==> config.mk <==
export PLATFORM = sky130hd
export DESIGN_NAME = rst_stretch_gen
export DESIGN_NICKNAME = d
export VERILOG_FILES = /design/src/rtl/rst_stretch_gen.sv
export SDC_FILE = /design/constraint.sdc
export NUM_CORES = 1
export LEC_CHECK = 0
export BUFFER_PORTS_ARGS = -buffer_cell sky130_fd_sc_hd__buf_2
export CAP_MARGIN = 0
export CORE_MARGIN = 3
export CORE_UTILIZATION = 35
export CTS_CLUSTER_SIZE = 30
export DETAILED_ROUTE_END_ITERATION = 7
export GPL_TIMING_DRIVEN = 0
export PLACE_DENSITY_LB_ADDON = 0.12
export SLEW_MARGIN = 10
export SYNTH_ARGS = -nofsm -noshare
export SYNTH_HDL_FRONTEND = slang
export SYNTH_SLANG_ARGS = --single-unit
==> constraint.sdc <==
create_clock -name clk -period 3.25 [get_ports clk]
set_input_delay 0.1625 -clock clk [delete_from_list [all_inputs] [get_ports clk]]
set_output_delay 0.1625 -clock clk [all_outputs]
set_load 0.005 [all_outputs]
==> src/rtl/rst_stretch_gen.sv <==
module rst_stretch_gen #(
  parameter int NCH = 6,
  parameter int TICKS_PER_MS = 1000,
  parameter int BASE_MS = 25
) (
  input  logic           clk,
  input  logic           rst_n,
  input  logic [NCH-1:0] chan_fault,
  input  logic           mr_n,
  input  logic           ldog_req,
  input  logic           kick,
  input  logic           seq_busy,
  input  logic [NCH-1:0] pup_on,
  input  logic [NCH-1:0] fault_en_a,
  input  logic [NCH-1:0] fault_en_b,
  input  logic [NCH-1:0] early_sel,
  input  logic [1:0]     tmo_code,
  output logic           rst_a_n,
  output logic           rst_b_n,
  output logic           rel_a,
  output logic           rel_b,
  output logic           healthy_n,
  output logic           nvm_wr_block,
  output logic           cfg_wr_ok
);
  localparam int BASE_T = TICKS_PER_MS * BASE_MS;
  localparam int CW = $clog2(BASE_T * 8 + 1);

  logic [CW-1:0] lim;
  logic          early_go, early_q, early_rise;
  logic          trig [2];
  logic          fast [2];
  logic          asrt [2];
  logic          ldog [2];
  logic          rel  [2];
  logic [CW-1:0] cnt  [2];

  assign lim        = CW'(BASE_T) << tmo_code;
  assign early_go   = |(pup_on & early_sel);
  assign early_rise = seq_busy & early_go & ~early_q;

  assign trig[0] = ~mr_n | (|(chan_fault & fault_en_a)) | (seq_busy & ~early_go);
  assign trig[1] = ~mr_n | (|(chan_fault & fault_en_b)) | seq_busy;
  assign fast[0] = early_rise;
  assign fast[1] = 1'b0;

  always_ff @(posedge clk or negedge rst_n)
    if (!rst_n) early_q <= 1'b0;
    else        early_q <= seq_busy & early_go;

  for (genvar i = 0; i < 2; i++) begin : g_rst
    always_ff @(posedge clk or negedge rst_n) begin
      if (!rst_n) begin
        asrt[i] <= 1'b1;
        ldog[i] <= 1'b0;
        rel[i]  <= 1'b0;
        cnt[i]  <= '0;
      end else begin
        rel[i] <= 1'b0;
        if (trig[i]) begin
          asrt[i] <= 1'b1;
          ldog[i] <= 1'b0;
          cnt[i]  <= '0;
        end else if (ldog_req) begin
          asrt[i] <= 1'b1;
          ldog[i] <= 1'b1;
          cnt[i]  <= '0;
        end else if (asrt[i] && (fast[i] || (ldog[i] && kick) || cnt[i] == lim - CW'(1))) begin
          asrt[i] <= 1'b0;
          ldog[i] <= 1'b0;
          rel[i]  <= 1'b1;
          cnt[i]  <= '0;
        end else if (asrt[i]) begin
          cnt[i] <= cnt[i] + CW'(1);
        end
      end
    end
  end

  assign rst_a_n      = ~asrt[0];
  assign rst_b_n      = ~asrt[1];
  assign rel_a        = rel[0];
  assign rel_b        = rel[1];
  assign healthy_n    = |chan_fault;
  assign nvm_wr_block = asrt[0] | asrt[1] | ~mr_n;
  assign cfg_wr_ok    = ~mr_n;
endmodule

# == Word level (Yosys, flattened, before mapping) ==
# Cells that the tools add are included.
# op_classes
n_addsub,3
n_eq_ne,2
muxes,22
shifts,1
n_reduce_logical,15
bitwise_logic,17
# ops
cell,n
two-way mux 18 bit,8
adder 18 x 1 -> 18 bit (second input constant),2
== test 18 bit,2
OR reduction 6 bit,4
bitwise AND 6 bit,3
<< shifter 15 x 2 -> 18 bit (first input constant),1
subtractor 18 x 1 -> 18 bit (second input constant),1
two-way mux 1 bit,14
nonzero test 4 bit,2
OR 1 bit,6
nonzero test 3 bit,2
inverter 1 bit,5
logical AND 1 bit,4
bitwise AND 1 bit,3
logical OR 1 bit,3
# word_totals
in_bits,38
ff_bits,43
output_inout_bits,7
elab_cells,69

# == Logic depth before layout (Yosys ltp) ==
# Gate-level depths: netlist of run 1.
# logic_depth
word_depth,10
ltp_mapped,9
mapped_depth_nobuf,8

# == Worst setup path before layout of run 1 ==
# No wires, ideal clock.
# synth_timing
path_type,input port to flip-flop
start,input port tmo_code[0]
end,register cnt[23] in the netlist's numbering
slack_ps,1110
path_stages,8
setup_ps,119
t_arrival_ps,2021
required_time_ps,3131
n_path_buf,1
path_cell_list,inv_1 ha_1 or3b_2 a222oi_1 a31oi_2 o21ai_2 buf_6 nor2_1
# synth_between
elab_chain_cells,8
word_cells_on_any_way,9
classes_between,add/sub: 1; eq/ne: 1; shift: 1; mux: 3; reduce/logical: 3
# synth_lines
element,line_no,rtl
from (decl),17,"input logic [1:0] tmo_code,"
<< shifter 15 x 2 -> 18 bit *,38,assign lim = CW'(BASE_T) << tmo_code;
subtractor 18 x 1 -> 18 bit *,68,end else if (asrt[i] && (fast[i] || (ldog[i] && kick) || cnt[i] == lim - CW'(1))) begin
== test 18 bit *,68,
logical OR 1 bit *,68,
logical AND 1 bit *,68,
two-way mux 18 bit,68,
two-way mux 18 bit,64,end else if (ldog_req) begin
two-way mux 18 bit,60,if (trig[i]) begin
"to (signal, indexed assignment)",74,cnt[i] <= cnt[i] + CW'(1);
to (decl),36,logic [CW-1:0] cnt [2];
# Mark *: on every way between the ends. The rest lies on a longest branch, timed or not.
# A chain may end at the register's enable or synchronous reset.

# == Final worst setup path of run 1 ==
# layout_timing
start,input port tmo_code[1]
end,register cnt[21] in the netlist's numbering
# The elaborated chain is that of the path after synthesis.

==> results of run 1 <==
-- per-layer routing --
| metal | wire, um | vias to the layer above |
|---|---|---|
| met2 | 3430 | 25 |
| li1 | - | 1204 |
| met1 | 3160 | 1167 |
| met4 | 63 | 0 |
| met5 | 0 | - |
| met3 | 190 | 4 |
-- sequential cells by signal, summed over array words and instances, names as in the netlist --
signal   count
rel_a        1
ldog         2
cnt         36
early_q      1
asrt         2
rel_b        1
-- cells by family after synthesis --
| family | count (synthesis) |
|---|---|
| flops | 43 |
| mux | 5 |
| simple gates | 132 |
| buf+inv | 20 |
| compound gates | 63 |
| xor+xnor | 25 |
| fa+ha+maj | 8 |
-- cell usage in the layout, fill, tap and decap left out, types with 6 or more instances in the layout --
master   netlist  routed
and3_1         6       6
xor2_1        18      18
nor2_1        27      27
ha_1           8       8
nand4_1       15      15
inv_1         11      11
nor3_1         8       8
nand2_1       26      26
buf_2          2      46
o21ai_0       11      11
xnor2_1        7       7
a21oi_1       10      10
nand3_1       21      21
dfrtp_1       41      41
-- per-stage QoR --
| stage | hold slack, ns | setup slack [ns] |
|---|---|---|
| floorplan | -0.133 | 1.11 |
| global placement | 0.382 | 0.520 |
| detailed placement | 0.379 | 0.549 |
| CTS | 0.0607 | 0.855 |
| global route | 0.0932 | 0.616 |
| finish | 0.0179 | 0.865 |
-- where the power goes --
group          internal, mW  switching, mW  total, mW  leakage, nW
Combinational        0.0393         0.0547     0.0940        0.728
Sequential            0.537        0.00140      0.538        0.592
Clock                 0.307          0.189      0.496       0.0654
-- area by class of cell --
class / instances / area (um^2) / area share (%)
Inverter: 11 / 41.3 / 1.29
Tap cell: 99 / 124 / 3.86
Timing Repair Buffer: 44 / 220 / 6.87
Multi-Input combinational cell: 233 / 1550 / 48.5
Clock inverter: 2 / 60.1 / 1.87
Buffer: 9 / 56.3 / 1.76
Sequential cell: 43 / 1080 / 33.6
Clock buffer: 6 / 72.6 / 2.26
-- worst max-delay path by stage --
| stage | start | endpoint | slack [ns] | cells past startpoint |
|---|---|---|---|---|
| 2_1_floorplan | tmo_code[0] | cnt[23]$_DFFE_PN0P_ | 1.11 | 8 |
| 3_3_place_gp | tmo_code[1] | cnt[24]$_DFFE_PN0P_ | 0.52 | 9 |
| 3_5_place_dp | tmo_code[1] | cnt[23]$_DFFE_PN0P_ | 0.55 | 9 |
| 4_1_cts | tmo_code[1] | cnt[21]$_DFFE_PN0P_ | 0.85 | 9 |
| 5_1_grt | cnt[0]$_DFFE_PN0P_ | cnt[16]$_DFFE_PN0P_ | 0.62 | 7 |
| 6_report | tmo_code[1] | cnt[21]$_DFFE_PN0P_ | 0.87 | 9 |
==> results.env, run 1 <==
TRITONCTS.NUM_BUFFERS=5
SYN_AREA_UM2=2730
TIMING.CRITICAL_PATH.MAX_DELAY_FAMILY='compound AO/OA/AOI/OAI gates'
VDD_DROP_MAX_V=0.000221
SYNTHESIS.INSTANCES=296
WORST-PATH-BUF-INV=3
DIE_WIDTH_UM=94.3
POST-SYNTH-TOP-AREA-CELL='dfrtp_1'
GPL.FINAL_WEIGHTED_CONGESTION=0.782
POST-CTS-SETUP-BUFFERS=0
CLOCK_EDGE_TRANSITION_AT_THE_REGISTERS_ON_THE_REPORTED_SETUP_AND_HOLD_PATHS_NS=0.08
SETUP_CRIT_END_KIND='flop'
SYNTH_ASYNC_SR_FLOP_SHARE_PCT=100
GR_UTIL_MET1_PCT=20.4
SYNTH_FP_NETS=342
SYNTH-MAIN-FF-CELL='dfrtp_1'
NUMBER_OF_ANTENNA_VIOLATIONS_AT_THE_FIRST_CHECK_IN_GLOBAL_ROUTING=0
FINAL.MIN_CLOCK_PERIOD_NS=2.38
PLACED_CELL_AREA_UM2=3070
NUMBER_OF_GLOBAL_ROUTE_VIAS_BEFORE_REPAIR=2459
YOSYS-TOP-CELLS-AREA='dfrtp_1, xor2_1, nand3_1'
UTILIZATION_PCT=43.3
NETLIST-CELL-TYPE-COUNT=57
FMAX_MHz=419
TIMING.RR.START='cnt[0]$_DFFE_PN0P_'
CRITICAL_PATH.REG2REG.ENDPOINT='cnt[16]$_DFFE_PN0P_'
DIE_H_UM=94.3
POWER_LEAKAGE_nW=1.39
GRT_USAGE_PCT=16.4
SYN2LAYOUT_AREA_GROWTH_PCT=17.5
FIN_AREA_UM2=3210
SEQ_AREA_FRAC_SYNTH_PCT=39.5
HTREEDEPTH=2
ARRIVAL_NS=2.57
WORST-PATH-MAX-FANOUT=10
REPORT.FINAL.SETUP_VIOL=0
DETAIL_ROUTE.DRC_VIOLATIONS=0
CP-START-KIND='primary input'
TIMING.CRITICAL_PATH.SLOWEST_STAGE_CELL='or3b_2'
GRT.BUSIEST_LAYER='met2'
CRITICAL_PATH.MAX_STAGE_DELAY_NS=0.49
YS_FF_LATCH=43
POST-SYNTH-TOP-COUNT-CELL='dfrtp_1'
DRT_PASS1_ITERATIONS=7
DIE-AREA_UM2=8900
SLEW_VIOL_FINAL=0
GRT-OVFL-TOTAL=0
NETLIST.AREA_LEADER.SHARE_PCT=37.6
INITIALDRTVIOLATIONCOUNT=58
CTS_HOLD_BUF=0
CLOCK_PATH_BUFFERS=2
MIN-DELAY-PATH-CLASS='in -> async'
FIN_TNS_SETUP_NS=0
RESULT_OF_THE_RUN='finished clean'
PLACE.DETAILED.INSTANCES=439
FINALNONFILLERCELLS=447
ROUTED_WL_UM=6850
SYNTH_COMMON_CELLS='dfrtp_1, nor2_1, nand2_1'
ANT_DIODES=0
SHARE_OF_POST_ROUTE_CELLS_WITH_DRIVE_STRENGTH_ABOVE_1_PCT=21.6
FLOORPLAN.INITIALDENSITY_PCT=36.9
GRT_START_MAX_NET_PINS=44
REPORT.FINAL.HOLD_VIOL_COUNT=0
POST_SYNTHESIS_XOR_XNOR_AREA_FRACTION_PCT=8.02
DRT.ANTENNA.VIOLATING_NETS=0
GRT.MET3_USAGE_PCT=2.88
FIRST_PASS_GRT_WIRE_LENGTH_UM=11600
CLK_TREE_ROOT_CELL='clkbuf_8'
TIMING.CRITICAL_PATH.CELLS='buf_2, inv_1, ha_1, or3b_2, a222oi_1, a31oi_2, o21ai_2, buf_6, nor2_1'
USE_MET2_PCT=29.1
HALF_PERIMETER_WIRE_LENGTH_AFTER_PLACEMENT_UM=5180
CTS-RESIZED-GATES=0
SYNTHSIMPLEGATEAREAFRAC_PCT=25.8
CLOCK-SINKS=43
CTS_TREE='done'
MUXSHAREOFSYNTHAREA_PCT=1.83
RR_WORST_DEPTH=7
NUM-FILL-CELLS=749
CORE_AR_UM2=7410
NUMBER_OF_NETS_IN_THE_FINAL_LAYOUT=393
FINAL.SETUP_SKEW_NS=0.00541
POWER.TOTAL_mW=1.13
FIN_CRIT_SH_PCT=73.4
MAXSLEWHEADROOM_PCT=35.7
SYN-MEAN-INSTANCE-AREA_UM2=9.22
SYNTH_ENABLE_FLOP_CELLS=0
WARNINGS_FROM_YOSYS=0
WORST_SETUP_PATH_CATEGORY='in -> reg'
WORST-ENDPOINT-REQUIRED_NS=3.44
SYNTH-COMPOUND-AREA-SHARE_PCT=17.6
VIAS_PER_CELL=5.37
ROWS=31
MAX_SLEW.WORST_PIN.SLEW_NS=0.965
RSZ0062_AT_GRT='no'
SYNTH-ADDER-AREA-SHARE_PCT=3.67
ROUTED-VIA-COUNT=2400
WIRE_PER_INST_UM=15.3
NUM_IO_PINS=45
SYNTH_TOP_FAMILY_BY_AREA='simple AND/OR/NAND/NOR gates'
REG2REG_SLACK_NS=0.87
DRV.MAX_CAP_VIOLATION_COUNT=0
PLACE.PORT_BUFFERS=44
CLKLATENCYLATEPIN_NS=0.29
CELLPOWERDENSITY_nW_PER_UM2=352
No activity file was read; power rests on OpenSTA's default activity.
==> inputs of run 2 (changes only) <==
==> constraint.sdc (replaced) <==
create_clock -name clk -period 2.05 [get_ports clk]
set_input_delay 0.1025 -clock clk [delete_from_list [all_inputs] [get_ports clk]]
set_output_delay 0.1025 -clock clk [all_outputs]
set_load 0.005 [all_outputs]
==> run 2 against run 1 <==
Critical path depth is 3 lower. Clock power is 13% higher. The run now ends with hold timing, setup timing left. Core utilization is 3.7 points higher. Total power is 41% higher. Non-clock buffer count is 18 higher. Die area stayed put. Setup slack worse by 1.0 ns. Sequential power is 59% higher. Clock-buffer cell count is 1 lower. Via count is 5.6% higher. Design area is 8.5% higher. Final cell count is 4.0% higher.
==> results.env, run 2 (synthesized netlist as in run 1, its figures left out) <==
RESULT_OF_THE_RUN='finished, violations left'
FAILED_CHECKS='hold timing, setup timing'
PLACE.DETAILED.INSTANCES=439
MAXSLEWHEADROOM_PCT=33.1
GRT_USAGE_PCT=17.8
HOLD_WS_NS=-0.0445
MULTI_INPUT_COMB_AREA_UM2=1700
CTS_TREE='done'
POWER.TOTAL_mW=1.59
WIRE_PER_INST_UM=16.0
PLACED_CELL_AREA_UM2=3090
ANT_DIODES=0
NUMBER_OF_NETS_IN_THE_FINAL_LAYOUT=411
CP-START-KIND='flop'
NUMBER_OF_ANTENNA_VIOLATIONS_AT_THE_FIRST_CHECK_IN_GLOBAL_ROUTING=0
WORST-ENDPOINT-REQUIRED_NS=2.24
VDD_DROP_MAX_V=0.000308
UTILIZATION_PCT=47.0
FIRST_PASS_GRT_WIRE_LENGTH_UM=12400
TIMING.CRITICAL_PATH.CELLS='or4_1, a222oi_1, a31oi_4, buf_4, o2111ai_1, o31ai_1'
FMAX_MHz=459
CORE_AR_UM2=7410
CLOCK_PATH_BUFFERS=2
CELLPOWERDENSITY_nW_PER_UM2=456
TIMING.RR.START='cnt[34]$_DFFE_PN0P_'
GRT-OVFL-TOTAL=0
SETUP_CRIT_END_KIND='flop'
DIE_WIDTH_UM=94.3
FLOORPLAN.INITIALDENSITY_PCT=36.9
FIN_AREA_UM2=3480
PLACE.PORT_BUFFERS=44
SHARE_OF_POST_ROUTE_CELLS_WITH_DRIVE_STRENGTH_ABOVE_1_PCT=34.4
CRITICAL_PATH.MAX_STAGE_DELAY_NS=0.50
NUM-FILL-CELLS=752
FIN_TNS_SETUP_NS=-1.74
CLOCK-SINKS=43
VIAS_PER_CELL=5.45
HTREEDEPTH=2
SLEW_VIOL_FINAL=0
CLKLATENCYLATEPIN_NS=0.30
DRV.MAX_CAP_VIOLATION_COUNT=0
DIE_H_UM=94.3
FINAL.MIN_CLOCK_PERIOD_NS=2.18
REG_TOP3='cnt x36, asrt x2, ldog x2'
TRITONCTS.NUM_BUFFERS=5
GPL.FINAL_WEIGHTED_CONGESTION=0.794
REPORT.FINAL.SETUP_VIOL=18
MOST_FLOPS_REGISTER='cnt'
MOST-COMMON-LAYOUT-CELLS='buf_2, dfrtp_1, nand2_1'
POWER_LEAKAGE_nW=1.49
FINALNONFILLERCELLS=465
MAX_SLEW.WORST_PIN.SLEW_NS=1.00
CP-STARTPOINT='cnt[34]$_DFFE_PN0P_'
MIN-DELAY-PATH-CLASS='in -> async'
CLK_TREE_ROOT_CELL='clkbuf_8'
ROUTED-VIA-COUNT=2535
LAYOUT.CELLS.MOST_COMMON='buf_2'
PLACE_WS_NS=-0.479
RSZ0062_AT_GRT='yes'
DIE-AREA_UM2=8900
NUMBER_OF_GLOBAL_ROUTE_VIAS_BEFORE_REPAIR=2488
LAYOUT_SETUP_WS_NS=-0.131
REGISTER_AREA_UM2=1080
TIMING.CRITICAL_PATH.SLOWEST_STAGE_CELL='or4_1'
WORST-PATH-MAX-FANOUT=4
ROWS=31
FIN_CRIT_SH_PCT=106
DETAIL_ROUTE.DRC_VIOLATIONS=0
REPORT.FINAL.HOLD_VIOL_COUNT=41
NUM_IO_PINS=45
CLOCK_EDGE_TRANSITION_AT_THE_REGISTERS_ON_THE_REPORTED_SETUP_AND_HOLD_PATHS_NS=0.09
CTS_HOLD_BUF=0
INITIALDRTVIOLATIONCOUNT=108
SYN2LAYOUT_AREA_GROWTH_PCT=27.5
HALF_PERIMETER_WIRE_LENGTH_AFTER_PLACEMENT_UM=5330
ARRIVAL_NS=2.37
GRT_START_MAX_NET_PINS=44
LARGEST_REGISTER_FF_COUNT=36
WORST_SETUP_PATH_CATEGORY='reg -> reg'
FINAL.SETUP_SKEW_NS=0.00628
ROUTED_WL_UM=7460
DRT_PASS1_ITERATIONS=5
DRT.ANTENNA.VIOLATING_NETS=0
-- run 2: changes by cell type in the layout (fill, tap and decap cells not counted), sizes merged --
cell and change:
buf +19, bufinv -2, clkbuf -2, clkinvlp +2, clkinv +1
-- run 2: worst max-delay path, delay by kind of cell, from the launching register on --
| kind | cells | cell delay [ns] |
|---|---|---|
| compound gates | 4 | 0.98 |
| buf+inv | 1 | 0.20 |
| flops | 1 | 0.39 |
| simple gates | 1 | 0.50 |
-- run 2: what timing repair did --
action / CTS / global route
cloned: 1 / 1
pin swaps: 5 / 4
endpoints found under the setup margin: 25 / 35
setup buffers: 9 / 11
resized for setup: 13 / 35
-- run 2: power by group --
part	internal [mW]	total, mW	switching, mW
combinational	0.0758	0.172	0.0959
sequential	0.851	0.854	0.00245
clock	0.238	0.561	0.323
total	1.16	1.59	0.422
-- run 2: final cells by class --
| class | count | area share (%) |
|---|---|---|
| buffer | 8 | 1.62 |
| clock buffer | 5 | 1.98 |
| timing repair buffer | 63 | 11.1 |
| sequential | 43 | 31.1 |
| multi-input combinational | 233 | 48.9 |
| inverter | 11 | 1.19 |
| tap | 99 | 3.56 |
| clock inverter | 3 | 0.575 |
-- run 2: path summary, 6_finish.rpt --
path / to / cells after the start / slack (ns)
hold / removal: cnt[3]$_DFFE_PN0P_ / 1 / -0.04
max in group asynchronous: cnt[10]$_DFFE_PN0P_ / 1 / 1.41
min in group clk: early_q$_DFF_PN0_ / 2 / 0.07
setup / recovery: cnt[35]$_DFFE_PN0P_ / 6 / -0.13
setup reg to reg: cnt[35]$_DFFE_PN0P_ / 6 / -0.13
hold reg to reg: asrt[1]$_DFFE_PN1P_ / 2 / 0.52
-- run 2: per-layer routing --
| layer | up-vias | track usage, % | wire length (um) |
|---|---|---|---|
| met3 | 7 | 2.88 | 244 |
| met4 | 0 | 3.97 | 65 |
| met5 | - | 0 | 0 |
| met2 | 51 | 31.3 | 3800 |
| met1 | 1240 | 22.8 | 3350 |
| li1 | 1237 | - | - |
